File: config.mk
export PLATFORM = sky130hd
export DESIGN_NAME = lba_chs_xlate
export DESIGN_NICKNAME = d
export VERILOG_FILES = /design/src/rtl/lba_chs_pkg.sv /design/src/rtl/lba_geom_regs.sv /design/src/rtl/lba_seq_div.sv /design/src/rtl/lba_chs_xlate.sv
export SDC_FILE = /design/constraint.sdc
export NUM_CORES = 1
export LEC_CHECK = 0
export BUFFER_PORTS_ARGS = -buffer_cell sky130_fd_sc_hd__buf_2
export CORE_ASPECT_RATIO = 0.5
export CORE_UTILIZATION = 54
export DETAILED_ROUTE_END_ITERATION = 16
export PLACE_DENSITY = 0.87
export SETUP_SLACK_MARGIN = 0.3
export SLEW_MARGIN = 20
export SYNTH_ARGS = -nofsm -noshare
export SYNTH_HDL_FRONTEND = slang
export SYNTH_SLANG_ARGS = --single-unit
File: constraint.sdc
create_clock -name clk -period 5.3 [get_ports clk]
set_input_delay 0.53 -clock clk [delete_from_list [all_inputs] [get_ports clk]]
set_output_delay 0.53 -clock clk [all_outputs]
set_load 0.05 [all_outputs]
File: src/rtl/lba_chs_pkg.sv
package lba_chs_pkg;
  typedef enum logic [1:0] {
    XERR_NONE = 2'd0,
    XERR_ZERO = 2'd1,
    XERR_MANY = 2'd2
  } xerr_t;

  typedef enum logic [1:0] {
    ST_IDLE = 2'd0,
    ST_CYL  = 2'd1,
    ST_HEAD = 2'd2
  } xlate_st_t;

  localparam int NUM_DRV   = 2;
  localparam int MAX_BLKS  = 256;
  localparam logic [7:0] DH_MARK = 8'hA0;
endpackage

File: src/rtl/lba_geom_regs.sv
module lba_geom_regs
  import lba_chs_pkg::*;
#(
  parameter int GW        = 8,
  parameter int DEF_HEADS = 16,
  parameter int DEF_SPT   = 17
) (
  input  logic          clk,
  input  logic          rst,
  input  logic          we,
  input  logic          wr_drv,
  input  logic [GW-1:0] wr_heads,
  input  logic [GW-1:0] wr_spt,
  input  logic          rd_drv,
  output logic [GW-1:0] rd_heads,
  output logic [GW-1:0] rd_spt
);
  logic [GW-1:0] heads_q [NUM_DRV];
  logic [GW-1:0] spt_q   [NUM_DRV];

  for (genvar d = 0; d < NUM_DRV; d++) begin : g_drv
    always_ff @(posedge clk) begin
      if (rst) begin
        heads_q[d] <= GW'(DEF_HEADS);
        spt_q[d]   <= GW'(DEF_SPT);
      end else if (we && (int'(wr_drv) == d)) begin
        if (wr_heads != '0) heads_q[d] <= wr_heads;
        if (wr_spt   != '0) spt_q[d]   <= wr_spt;
      end
    end

    // a stored divisor factor never becomes zero
    a_r9_geom_nonzero: assert property (@(posedge clk) disable iff (rst)
      (heads_q[d] != '0) && (spt_q[d] != '0));
  end

  assign rd_heads = heads_q[rd_drv];
  assign rd_spt   = spt_q[rd_drv];
endmodule

File: src/rtl/lba_seq_div.sv
module lba_seq_div #(
  parameter int N = 32,
  parameter int D = 16
) (
  input  logic         clk,
  input  logic         rst,
  input  logic         go,
  input  logic [N-1:0] dividend,
  input  logic [D-1:0] divisor,
  output logic         busy,
  output logic         valid,
  output logic [N-1:0] quot,
  output logic [D-1:0] rem
);
  localparam int CW = (N > 1) ? $clog2(N) : 1;

  logic [N-1:0] sh_q;
  logic [D-1:0] r_q;
  logic [D-1:0] dvs_q;
  logic [CW-1:0] cnt_q;
  logic [D:0]   trial;
  logic         fits;

  assign trial = {r_q, sh_q[N-1]};
  assign fits  = trial >= {1'b0, dvs_q};

  always_ff @(posedge clk) begin
    if (rst) begin
      busy  <= 1'b0;
      valid <= 1'b0;
      sh_q  <= '0;
      r_q   <= '0;
      dvs_q <= '0;
      cnt_q <= '0;
    end else begin
      valid <= 1'b0;
      if (!busy) begin
        if (go) begin
          busy  <= 1'b1;
          sh_q  <= dividend;
          dvs_q <= divisor;
          r_q   <= '0;
          cnt_q <= CW'(N-1);
        end
      end else begin
        sh_q <= {sh_q[N-2:0], fits};
        if (fits) r_q <= D'(trial - {1'b0, dvs_q});
        else      r_q <= trial[D-1:0];
        if (cnt_q == '0) begin
          busy  <= 1'b0;
          valid <= 1'b1;
        end else begin
          cnt_q <= cnt_q - 1'b1;
        end
      end
    end
  end

  assign quot = sh_q;
  assign rem  = r_q;

  // the remainder always lies below the divisor when results are valid
  a_r2_rem_below_divisor: assert property (@(posedge clk) disable iff (rst)
    valid |-> (rem < dvs_q));
  // a launched division never sees a zero divisor
  a_r9_divisor_nonzero: assert property (@(posedge clk) disable iff (rst)
    (go && !busy) |-> (divisor != '0));
endmodule

File: src/rtl/lba_chs_xlate.sv
module lba_chs_xlate
  import lba_chs_pkg::*;
#(
  parameter int LBA_W     = 32,
  parameter int CNT_W     = 16,
  parameter int GW        = 8,
  parameter int DEF_HEADS = 16,
  parameter int DEF_SPT   = 17
) (
  input  logic             clk,
  input  logic             rst,
  input  logic             cfg_we,
  input  logic             cfg_drive,
  input  logic [GW-1:0]    cfg_heads,
  input  logic [GW-1:0]    cfg_spt,
  input  logic             start,
  input  logic             drive,
  input  logic [LBA_W-1:0] lba,
  input  logic [CNT_W-1:0] count,
  output logic             busy,
  output logic             done,
  output logic [1:0]       err,
  output logic [7:0]       sec_cnt,
  output logic [GW-1:0]    sec_num,
  output logic [7:0]       cyl_lo,
  output logic [7:0]       cyl_hi,
  output logic [7:0]       drv_head,
  output logic             head_hi
);
  localparam int TRK_W = 2 * GW;
  localparam int CYL_W = 16;

  xlate_st_t     st_q;
  logic          drv_q;
  logic [7:0]    cnt_enc_q;
  logic [GW-1:0] spt_q;
  logic [CYL_W-1:0] cyl_q;

  logic [GW-1:0]    g_heads, g_spt;
  logic [TRK_W-1:0] trk_size;
  logic             bad_zero, bad_many, accept, div_go;
  logic [LBA_W-1:0] div_dvd;
  logic [TRK_W-1:0] div_dvs;
  logic             dv_busy, dv_valid;
  logic [LBA_W-1:0] dv_quot;
  logic [TRK_W-1:0] dv_rem;
  logic [GW-1:0]    head_w;

  lba_geom_regs #(.GW(GW), .DEF_HEADS(DEF_HEADS), .DEF_SPT(DEF_SPT)) u_geom (
    .clk(clk), .rst(rst), .we(cfg_we), .wr_drv(cfg_drive),
    .wr_heads(cfg_heads), .wr_spt(cfg_spt),
    .rd_drv(drive), .rd_heads(g_heads), .rd_spt(g_spt)
  );

  assign trk_size = TRK_W'(g_heads) * TRK_W'(g_spt);
  assign bad_zero = (count == '0);
  assign bad_many = (count > CNT_W'(MAX_BLKS));
  assign accept   = start && (st_q == ST_IDLE);
  assign div_go   = (accept && !bad_zero && !bad_many) ||
                    ((st_q == ST_CYL) && dv_valid);
  assign div_dvd  = (st_q == ST_CYL) ? LBA_W'(dv_rem) : lba;
  assign div_dvs  = (st_q == ST_CYL) ? TRK_W'(spt_q) : trk_size;
  assign head_w   = dv_quot[GW-1:0];

  lba_seq_div #(.N(LBA_W), .D(TRK_W)) u_div (
    .clk(clk), .rst(rst), .go(div_go), .dividend(div_dvd), .divisor(div_dvs),
    .busy(dv_busy), .valid(dv_valid), .quot(dv_quot), .rem(dv_rem)
  );

  always_ff @(posedge clk) begin
    if (rst) begin
      st_q      <= ST_IDLE;
      drv_q     <= 1'b0;
      cnt_enc_q <= '0;
      spt_q     <= '0;
      cyl_q     <= '0;
      done      <= 1'b0;
      err       <= XERR_NONE;
      sec_cnt   <= '0;
      sec_num   <= '0;
      cyl_lo    <= '0;
      cyl_hi    <= '0;
      drv_head  <= '0;
      head_hi   <= 1'b0;
    end else begin
      done <= 1'b0;
      unique case (st_q)
        ST_IDLE: begin
          if (accept) begin
            if (bad_zero) begin
              err  <= XERR_ZERO;
              done <= 1'b1;
            end else if (bad_many) begin
              err  <= XERR_MANY;
              done <= 1'b1;
            end else begin
              drv_q     <= drive;
              spt_q     <= g_spt;
              cnt_enc_q <= count[7:0];
              st_q      <= ST_CYL;
            end
          end
        end
        ST_CYL: begin
          if (dv_valid) begin
            cyl_q <= dv_quot[CYL_W-1:0];
            st_q  <= ST_HEAD;
          end
        end
        ST_HEAD: begin
          if (dv_valid) begin
            sec_cnt  <= cnt_enc_q;
            sec_num  <= dv_rem[GW-1:0] + 1'b1;
            cyl_lo   <= cyl_q[7:0];
            cyl_hi   <= cyl_q[15:8];
            drv_head <= DH_MARK | {3'b000, drv_q, head_w[3:0]};
            head_hi  <= (head_w > GW'(7));
            err      <= XERR_NONE;
            done     <= 1'b1;
            st_q     <= ST_IDLE;
          end
        end
        default: st_q <= ST_IDLE;
      endcase
    end
  end

  assign busy = (st_q != ST_IDLE);

  // completion is a single-cycle pulse
  a_r7_done_pulse: assert property (@(posedge clk) disable iff (rst)
    done |=> !done);
  // busy is released by the time done is visible
  a_r10_busy_low_at_done: assert property (@(posedge clk) disable iff (rst)
    done |-> !busy);
  // a zero count finishes next cycle with the zero-count code
  a_r6_zero_reject: assert property (@(posedge clk) disable iff (rst)
    (start && !busy && (count == '0)) |=> (done && (err == XERR_ZERO)));
  // rejected request never starts a conversion
  a_r6_reject_no_busy: assert property (@(posedge clk) disable iff (rst)
    (start && !busy && (count > CNT_W'(MAX_BLKS))) |=> !busy);
  // a successful result never reports sector 0
  a_r3_sector_from_one: assert property (@(posedge clk) disable iff (rst)
    (done && (err == XERR_NONE) && $past(busy)) |-> (sec_num != '0));
  // fields hold during a conversion until the completing edge
  a_r8_fields_hold: assert property (@(posedge clk) disable iff (rst)
    (busy && $past(busy)) |-> ($stable(cyl_lo) && $stable(sec_num) && $stable(drv_head)));
  // marker bits of the drive/head byte after any success
  a_r4_marker_bits: assert property (@(posedge clk) disable iff (rst)
    (done && $past(busy)) |-> (drv_head[7:5] == 3'b101));
endmodule

==> results.yml, run 1 <==
place:
  gp_congestion: 0.890
  io_buffers: 113
  place_inst: 1566
  hpwl_um: 17200
sta:
  rsz0062_at_grt: "true"
  setup_viol: 0
  fmax_mhz: 209
  tightest_slew_ns: 1.01
  max-slew-margin-rel_pct: 32.8
  finalCriticalPeriod_ns: 4.78
  finClkSkew_ns: 0.00895
  maxSlewViolCount: 0
  hold_viol: 0
  period_share_pct: 90.2
global_routing:
  antenna_found_initial: 0
  grt_pass1_vias: 8189
  overflow: 0
  grt_use_total_pct: 24.2
  grt_max_degree: 84
  grt_pass1_wl_um: 38600
synth:
  syn-cell-area_um2: 10300
  synth_cell_types: 63
  ys_async_sr_fraction_pct: 0
  ys_seq_area_share_pct: 38.0
  synth_ff_type: "dfxtp_1"
  synth_edf_count: 32
  syn-instance-count: 1235
  syn-num-nets: 1397
  synth_area_per_cell_um2: 8.36
  ys_seq_elements: 180
  synth_warnings: 0
layout:
  nets: 1490
  final_util_pct: 63.6
  final_common_cell: "nand2_1"
  stdcell_count: 1599
  area_delta_synth_final_pct: 14.3
  final_cell_mix: "nand2_1 (223), dfxtp_1 (147), nor2_1 (137)"
  ff_latch_area_um2: 3930
  fillerInstances: 1565
  final_layout_size_suffix_gt1_share_pct: 15.8
  multi_input_area_um2: 5890
  diodes: 0
floorplan:
  io_pins: 115
  die_y_um: 99.8
  core_area_um2: 18600
  die_x_um: 198
  dieArea_um2: 19700
  core.rowCount: 35
  start_util_pct: 55.6
critical_path:
  cp-start-kind: "primary input"
  crit_required_ns: 5.60
  worst_setup_path_end_kind: "flop"
  critPathKind: "primary input to flop"
  r2r_cells: 17
  critPathArrivalTime_ns: 5.08
  cp_max_fo: 12
power:
  power_leakage_nw: 4.87
  power_mw: 3.69
  power_density_nw_per_um2: 313
  max-vdd-ir-drop_mv: 0.265
detailed_routing:
  first_pass_iters: 5
  drt.antenna.violating_nets: 0
  via_count: 8756
  drtIter0Drc: 501
  drcViolationCount: 0
  wl_um: 23400
  vias_per_cell: 5.48
  wl_per_cell_um: 14.6
cts:
  clkLatencyLatePin_ns: 0.44
  htree_levels: 4
  cts_buffers: 17
  path_clk_slew_ns: 0.07
  tritoncts: "built"
  cts.root.buffer_cell: "clkbuf_16"
  clock-sinks: 180
  cts_buffer_depth: 2
run:
  cap_viol_max_count: 0
run_status:
  run_status: "finished clean"
worst_hold_path:
  min_path_type: "primary input to flop"
  hold_path_depth: 3
## logic make-up (layout without fill, tap and decap cells)
| family | Yosys count | after routing | share of synthesized area, % |
|---|---|---|---|
| AND/OR/NAND/NOR | 500 | 500 | 21.4 |
| AO/OA/AOI/OAI | 268 | 268 | 16.5 |
| flip-flops | 180 | 180 | 38.0 |
| buffers and inverters | 144 | 249 | 5.61 |
| adder cells (fa/ha/maj) | 92 | 92 | 13.8 |
| XOR/XNOR | 25 | 25 | 2.12 |
| multiplexers | 25 | 25 | 2.42 |
| other | 1 | 1 | 0.0363 |
## sequential cells by signal, summed over array words and instances (netlist names)
name and flops:
spt_q 8, drv_q 1, u_div.rem 16, cnt_enc_q 8
err 2, done 1, u_div.valid 1, st_q 2
cyl_q 16, u_div.quot 32, u_div.dvs_q 16, u_div.cnt_q 5
drv_head 6, sec_num 8, cyl_hi 8, sec_cnt 8
head_hi 1, u_geom.spt_q 16, cyl_lo 8, u_div.busy 1
u_geom.heads_q 16
## cells in the mapped netlist, types with 3 or more instances
library cell | n | share of area [%]
ha_1 | 55 | 6.7
dfxtp_1 | 148 | 29
nand2_1 | 223 | 8.1
edfxtp_1 | 32 | 9.3
buf_1 | 4 | 0.15
o21a_1 | 9 | 0.65
or3_1 | 6 | 0.36
nand4_1 | 3 | 0.18
a22oi_1 | 3 | 0.22
a31oi_1 | 4 | 0.24
buf_2 | 9 | 0.44
o31ai_1 | 5 | 0.36
xor2_1 | 9 | 0.76
or2_2 | 20 | 1.2
a211oi_1 | 24 | 1.7
o21ai_1 | 3 | 0.15
a21oi_1 | 129 | 6.3
nor3_1 | 16 | 0.78
mux2i_1 | 25 | 2.4
or4_1 | 3 | 0.22
xnor2_1 | 16 | 1.4
a311oi_1 | 21 | 1.8
nand2b_1 | 12 | 0.73
nand3_1 | 28 | 1.4
a21o_1 | 21 | 1.5
nor2_1 | 138 | 5.0
o21ai_0 | 19 | 0.92
o211ai_1 | 4 | 0.29
and3_1 | 4 | 0.24
nor2b_1 | 4 | 0.24
buf_4 | 5 | 0.36
o2bb2ai_1 | 3 | 0.25
fa_1 | 37 | 7.2
o21bai_1 | 5 | 0.36
clkbuf_1 | 45 | 1.6
inv_1 | 79 | 2.9
and2_1 | 29 | 1.8
nor4_1 | 4 | 0.24
## worst max-delay path, cell delays in order
cell      delay, ns
buf_2          0.20
buf_12         0.20
mux2i_2        0.38
buf_4          0.20
nor2_1         0.06
fa_1           0.39
fa_1           0.55
inv_1          0.05
fa_1           0.47
fa_1           0.56
inv_1          0.05
ha_1           0.34
o21a_1         0.20
o31ai_2        0.09
a21oi_1        0.16
a22oi_1        0.26
nand2b_1       0.11
xnor2_1        0.16
o32ai_1        0.11
## cell type report
cell class	instances	area share (%)
clock buffer	17	3.60
clock inverter	14	1.40
inverter	79	2.51
multi-input combinational	911	49.9
sequential	180	33.2
tap	259	2.75
timing repair buffer	139	6.57
## per-stage QoR
step	worst slack (ns)	TNS, ns	area [um2]	hold WS, ns
floorplan	0.328	0	10400	0.432
global placement	0.125	0	11200	0.436
detailed placement	-0.0597	-0.0956	11200	0.445
CTS	0.418	0	11800	0.335
global route	0.269	0	11800	0.346
finish	0.521	0	11800	0.345
## worst paths after layout
kind | startpoint | end | slack, ns
worst min-delay path | count[5] | cnt_enc_q[5]$_SDFFE_PP0P_ | 0.34
worst max-delay path | drive | u_div.dvs_q[13]$_SDFFE_PP0P_ | 0.52
worst max register to register | u_geom.spt_q[1][4]$_SDFFCE_PN1P_ | u_div.dvs_q[14]$_SDFFE_PP0P_ | 0.58
worst min register to register | cyl_hi[0]$_SDFFE_PP0P_ | cyl_hi[0]$_SDFFE_PP0P_ | 0.45
## power breakdown
group / total (mW) / internal (mW) / switching (mW)
Clock: 1.26 / 0.670 / 0.590
Combinational: 1.01 / 0.447 / 0.559
Sequential: 1.42 / 1.41 / 0.0101
## routing by layer
metal,wire length [um],global-route usage (%),vias up
met3,963,4.10,33
met5,0,0,-
met4,374,7.75,0
met1,11100,32.5,4155
li1,-,-,4364
met2,11000,40.2,204
## repair_timing
action	in CTS	in global routing
endpoints found under the setup margin	0	4
hold buffers	0	0
gates resized for setup	0	2
setup buffers	0	2
hold endpoints to repair	0	0
Power figures use the tool's default switching activity.
==> run 2, diff against run 1 <==
--- a/config.mk
+++ b/config.mk
@@ -5,6 +5,7 @@
 export SDC_FILE = /design/constraint.sdc
 export NUM_CORES = 1
 export LEC_CHECK = 0
+export ABC_AREA = 1
 export BUFFER_PORTS_ARGS = -buffer_cell sky130_fd_sc_hd__buf_2
 export CORE_ASPECT_RATIO = 0.5
 export CORE_UTILIZATION = 54
==> run 2 against run 1 <==
Compared with the run above:
- clock-buffer cell count is 3 higher
- wire length is 18% higher
- critical path depth stayed put
- sequential power hardly changed
- critical endpoint is now u_div.dvs_q[11]$_SDFFE_PP0P_
- core utilization is 1.0 points lower
- die area is 7.5% higher
- first-iteration DRC count is 97% higher
- final cell count is 21% higher
==> results.yml, run 2 <==
floorplan:
  core_area_um2: 19800
  start_util_pct: 56.1
  core.rowCount: 36
  io_pins: 115
  die_y_um: 103
  die_x_um: 205
  dieArea_um2: 21200
global_routing:
  grt_pass1_wl_um: 44700
  overflow: 0
  grt_pass1_vias: 9506
  antenna_found_initial: 0
  grt_max_degree: 95
  grt_use_total_pct: 26.3
synth:
  synth_edf_count: 32
  ys_seq_elements: 180
  ys_async_sr_fraction_pct: 0
  synth.area.top_cells: "dfxtp_1 (27%), nand2_1 (16%), edfxtp_1 (8.6%)"
  synth_top_cell_by_area: "dfxtp_1"
  netlist.area_leader.share_pct: 26.7
  synthTopCellsByCount: "nand2_1 (459), inv_1 (196), nor2_1 (160)"
  synth_area_per_cell_um2: 7.07
  synth_warnings: 0
  syn-num-nets: 1734
  synth_ff_type: "dfxtp_1"
  ys_seq_area_share_pct: 35.3
  yosysMostFrequentCell: "nand2_1"
  syn-instance-count: 1572
  synth_cell_types: 42
  syn-cell-area_um2: 11100
power:
  pwr-share-clk_pct: 30.4
  power_density_nw_per_um2: 328
  comb_power_share_pct: 34.7
  max-vdd-ir-drop_mv: 0.224
  power_leakage_nw: 5.87
  p_int_mw: 2.62
  swShare_pct: 35.5
  power_mw: 4.07
  seq_power_share_pct: 34.9
  power.net_switching_mw: 1.45
detailed_routing:
  wl_per_cell_um: 14.2
  drtIter0Drc: 989
  wl_um: 27500
  drt.antenna.violating_nets: 0
  first_pass_iters: 6
  vias_per_cell: 5.34
  via_count: 10300
  drcViolationCount: 0
place:
  hpwl_um: 19600
  io_buffers: 113
  gp_congestion: 0.952
  place_ws_ns: 0.272
critical_path:
  crit_required_ns: 5.60
  rr_endpoint: "u_div.dvs_q[12]$_SDFFE_PP0P_"
  reg2reg_setup_slack_ns: 0.71
  worst-path-buf-inv: 5
  cp_max_fo: 16
  critPathLaunch: "drive"
  cp_top_family: "adder cells"
  r2r_cells: 19
  critPathArrivalTime_ns: 4.96
  critPathMostFrequentCell: "fa_1"
  critPathKind: "primary input to flop"
  path_cells: "buf_2, buf_4, mux2i_1, buf_4, nor2_1, fa_1, fa_1, inv_1, fa_1, fa_1, inv_1, ha_1, a21oi_1, nand2_1, a21oi_1, xor2_1, nor2_1, nand2_1, a21oi_1"
  endpoint: "u_div.dvs_q[11]$_SDFFE_PP0P_"
  crit_cells: 19
  cp-start-kind: "primary input"
  reg2reg_from: "u_geom.heads_q[1][5]$_SDFFCE_PN0P_"
  critPathMaxStageDelay_ns: 0.55
  worst_setup_path_end_kind: "flop"
  slowest_stage: "fa_1"
cts:
  path_clk_slew_ns: 0.07
  postCtsHoldBufs: 0
  cts.root.buffer_cell: "clkbuf_16"
  cts_buffer_depth: 2
  cts_buffers: 17
  post_cts_resized: 0
  clkLatencyLatePin_ns: 0.43
  htree_levels: 4
  clock-sinks: 180
  postCtsSetupBuffers: 0
  tritoncts: "built"
sta:
  max-slew-margin-rel_pct: 33.9
  fmax_mhz: 215
  setup_viol: 0
  fin_ws_ns: 0.641
  finalSetupTns_ns: 0
  maxSlewViolCount: 0
  rsz0062_at_grt: "false"
  finalCriticalPeriod_ns: 4.66
  tightest_slew_ns: 0.991
  hold_viol: 0
  finClkSkew_ns: 0.00833
  whs_ns: 0.357
  period_share_pct: 87.9
run_status:
  run_status: "finished clean"
worst_hold_path:
  min_path_type: "primary input to flop"
layout:
  ff_latch_area_um2: 3930
  final_cell_mix: "nand2_1 (459), inv_1 (196), nor2_1 (160)"
  fillerInstances: 1721
  nets: 1820
  diodes: 0
  multi_input_area_um2: 6100
  final_common_cell: "nand2_1"
  final_util_pct: 62.6
  final_layout_size_suffix_gt1_share_pct: 12.3
  largest_reg_flops: 32
  area_delta_synth_final_pct: 11.5
run:
  cap_viol_max_count: 0
-- run 2: cell type report --
class	count	area share, %
multi-input cells	1124	49.2
well taps	266	2.68
inverters	202	6.12
flip-flops and latches	180	31.7
clock inverters	12	0.969
repair buffers	133	5.79
clock buffers	20	3.60
-- run 2: power by group through the flow --
| stage | sequential (mW) | clock [mW] | combinational [mW] |
|---|---|---|---|
| global placement | 1.45 | 0 | 1.35 |
| global route | 1.42 | 1.30 | 1.64 |
| CTS | 1.42 | 1.24 | 1.40 |
| finish | 1.42 | 1.24 | 1.41 |
| detailed placement | 1.45 | 0 | 1.39 |
| floorplan | 1.45 | 0 | 1.08 |
-- run 2: worst min-delay path, delay by kind of cell --
family,cells,cell delay (ns)
buffers and inverters,2,0.15
AO/OA/AOI/OAI,1,0.06
-- run 2: per-layer routing --
layer | vias to the layer above | global-route usage (%) | share of wire, %
li1 | 5145 | - | -
met1 | 4770 | 35.4 | 46
met2 | 372 | 44.0 | 45
met3 | 51 | 4.39 | 7.2
met4 | 2 | 7.35 | 1.7
met5 | - | 1.79 | 0.20
-- run 2: cell families (layout without fill, tap and decap cells) --
family          after synthesis  count (layout)  synth area share [%]
mux                           5               5                 0.450
compound gates              225             225                  10.8
flops                       180             180                  35.3
fa+ha+maj                    92              92                  12.9
other cells                   1               1                0.0337
xor+xnor                     16              16                  1.26
buf+inv                     268             367                  9.84
simple gates                785             785                  29.4
-- run 2: worst min path at each step --
| stage | startpoint | endpoint | slack, ns | cells after the start |
|---|---|---|---|---|
| final | count[7] | cnt_enc_q[7]$_SDFFE_PP0P_ | 0.36 | 3 |
| after global routing | count[6] | cnt_enc_q[6]$_SDFFE_PP0P_ | 0.37 | 3 |
| after CTS | count[7] | cnt_enc_q[7]$_SDFFE_PP0P_ | 0.35 | 3 |
| after detailed placement | spt_q[6]$_SDFFE_PP0P_ | spt_q[6]$_SDFFE_PP0P_ | 0.44 | 2 |
| after global placement | spt_q[3]$_SDFFE_PP0P_ | spt_q[3]$_SDFFE_PP0P_ | 0.43 | 2 |
| after floorplan | spt_q[0]$_SDFFE_PP0P_ | spt_q[0]$_SDFFE_PP0P_ | 0.42 | 2 |
-- run 2: metrics by stage --
stage                     instances  area (um2)
after detailed placement       1905       11800
after CTS                      1937       12400
after global placement         1905       11800
after floorplan                1572       11100
after global routing           1937       12400
final                          1937       12400
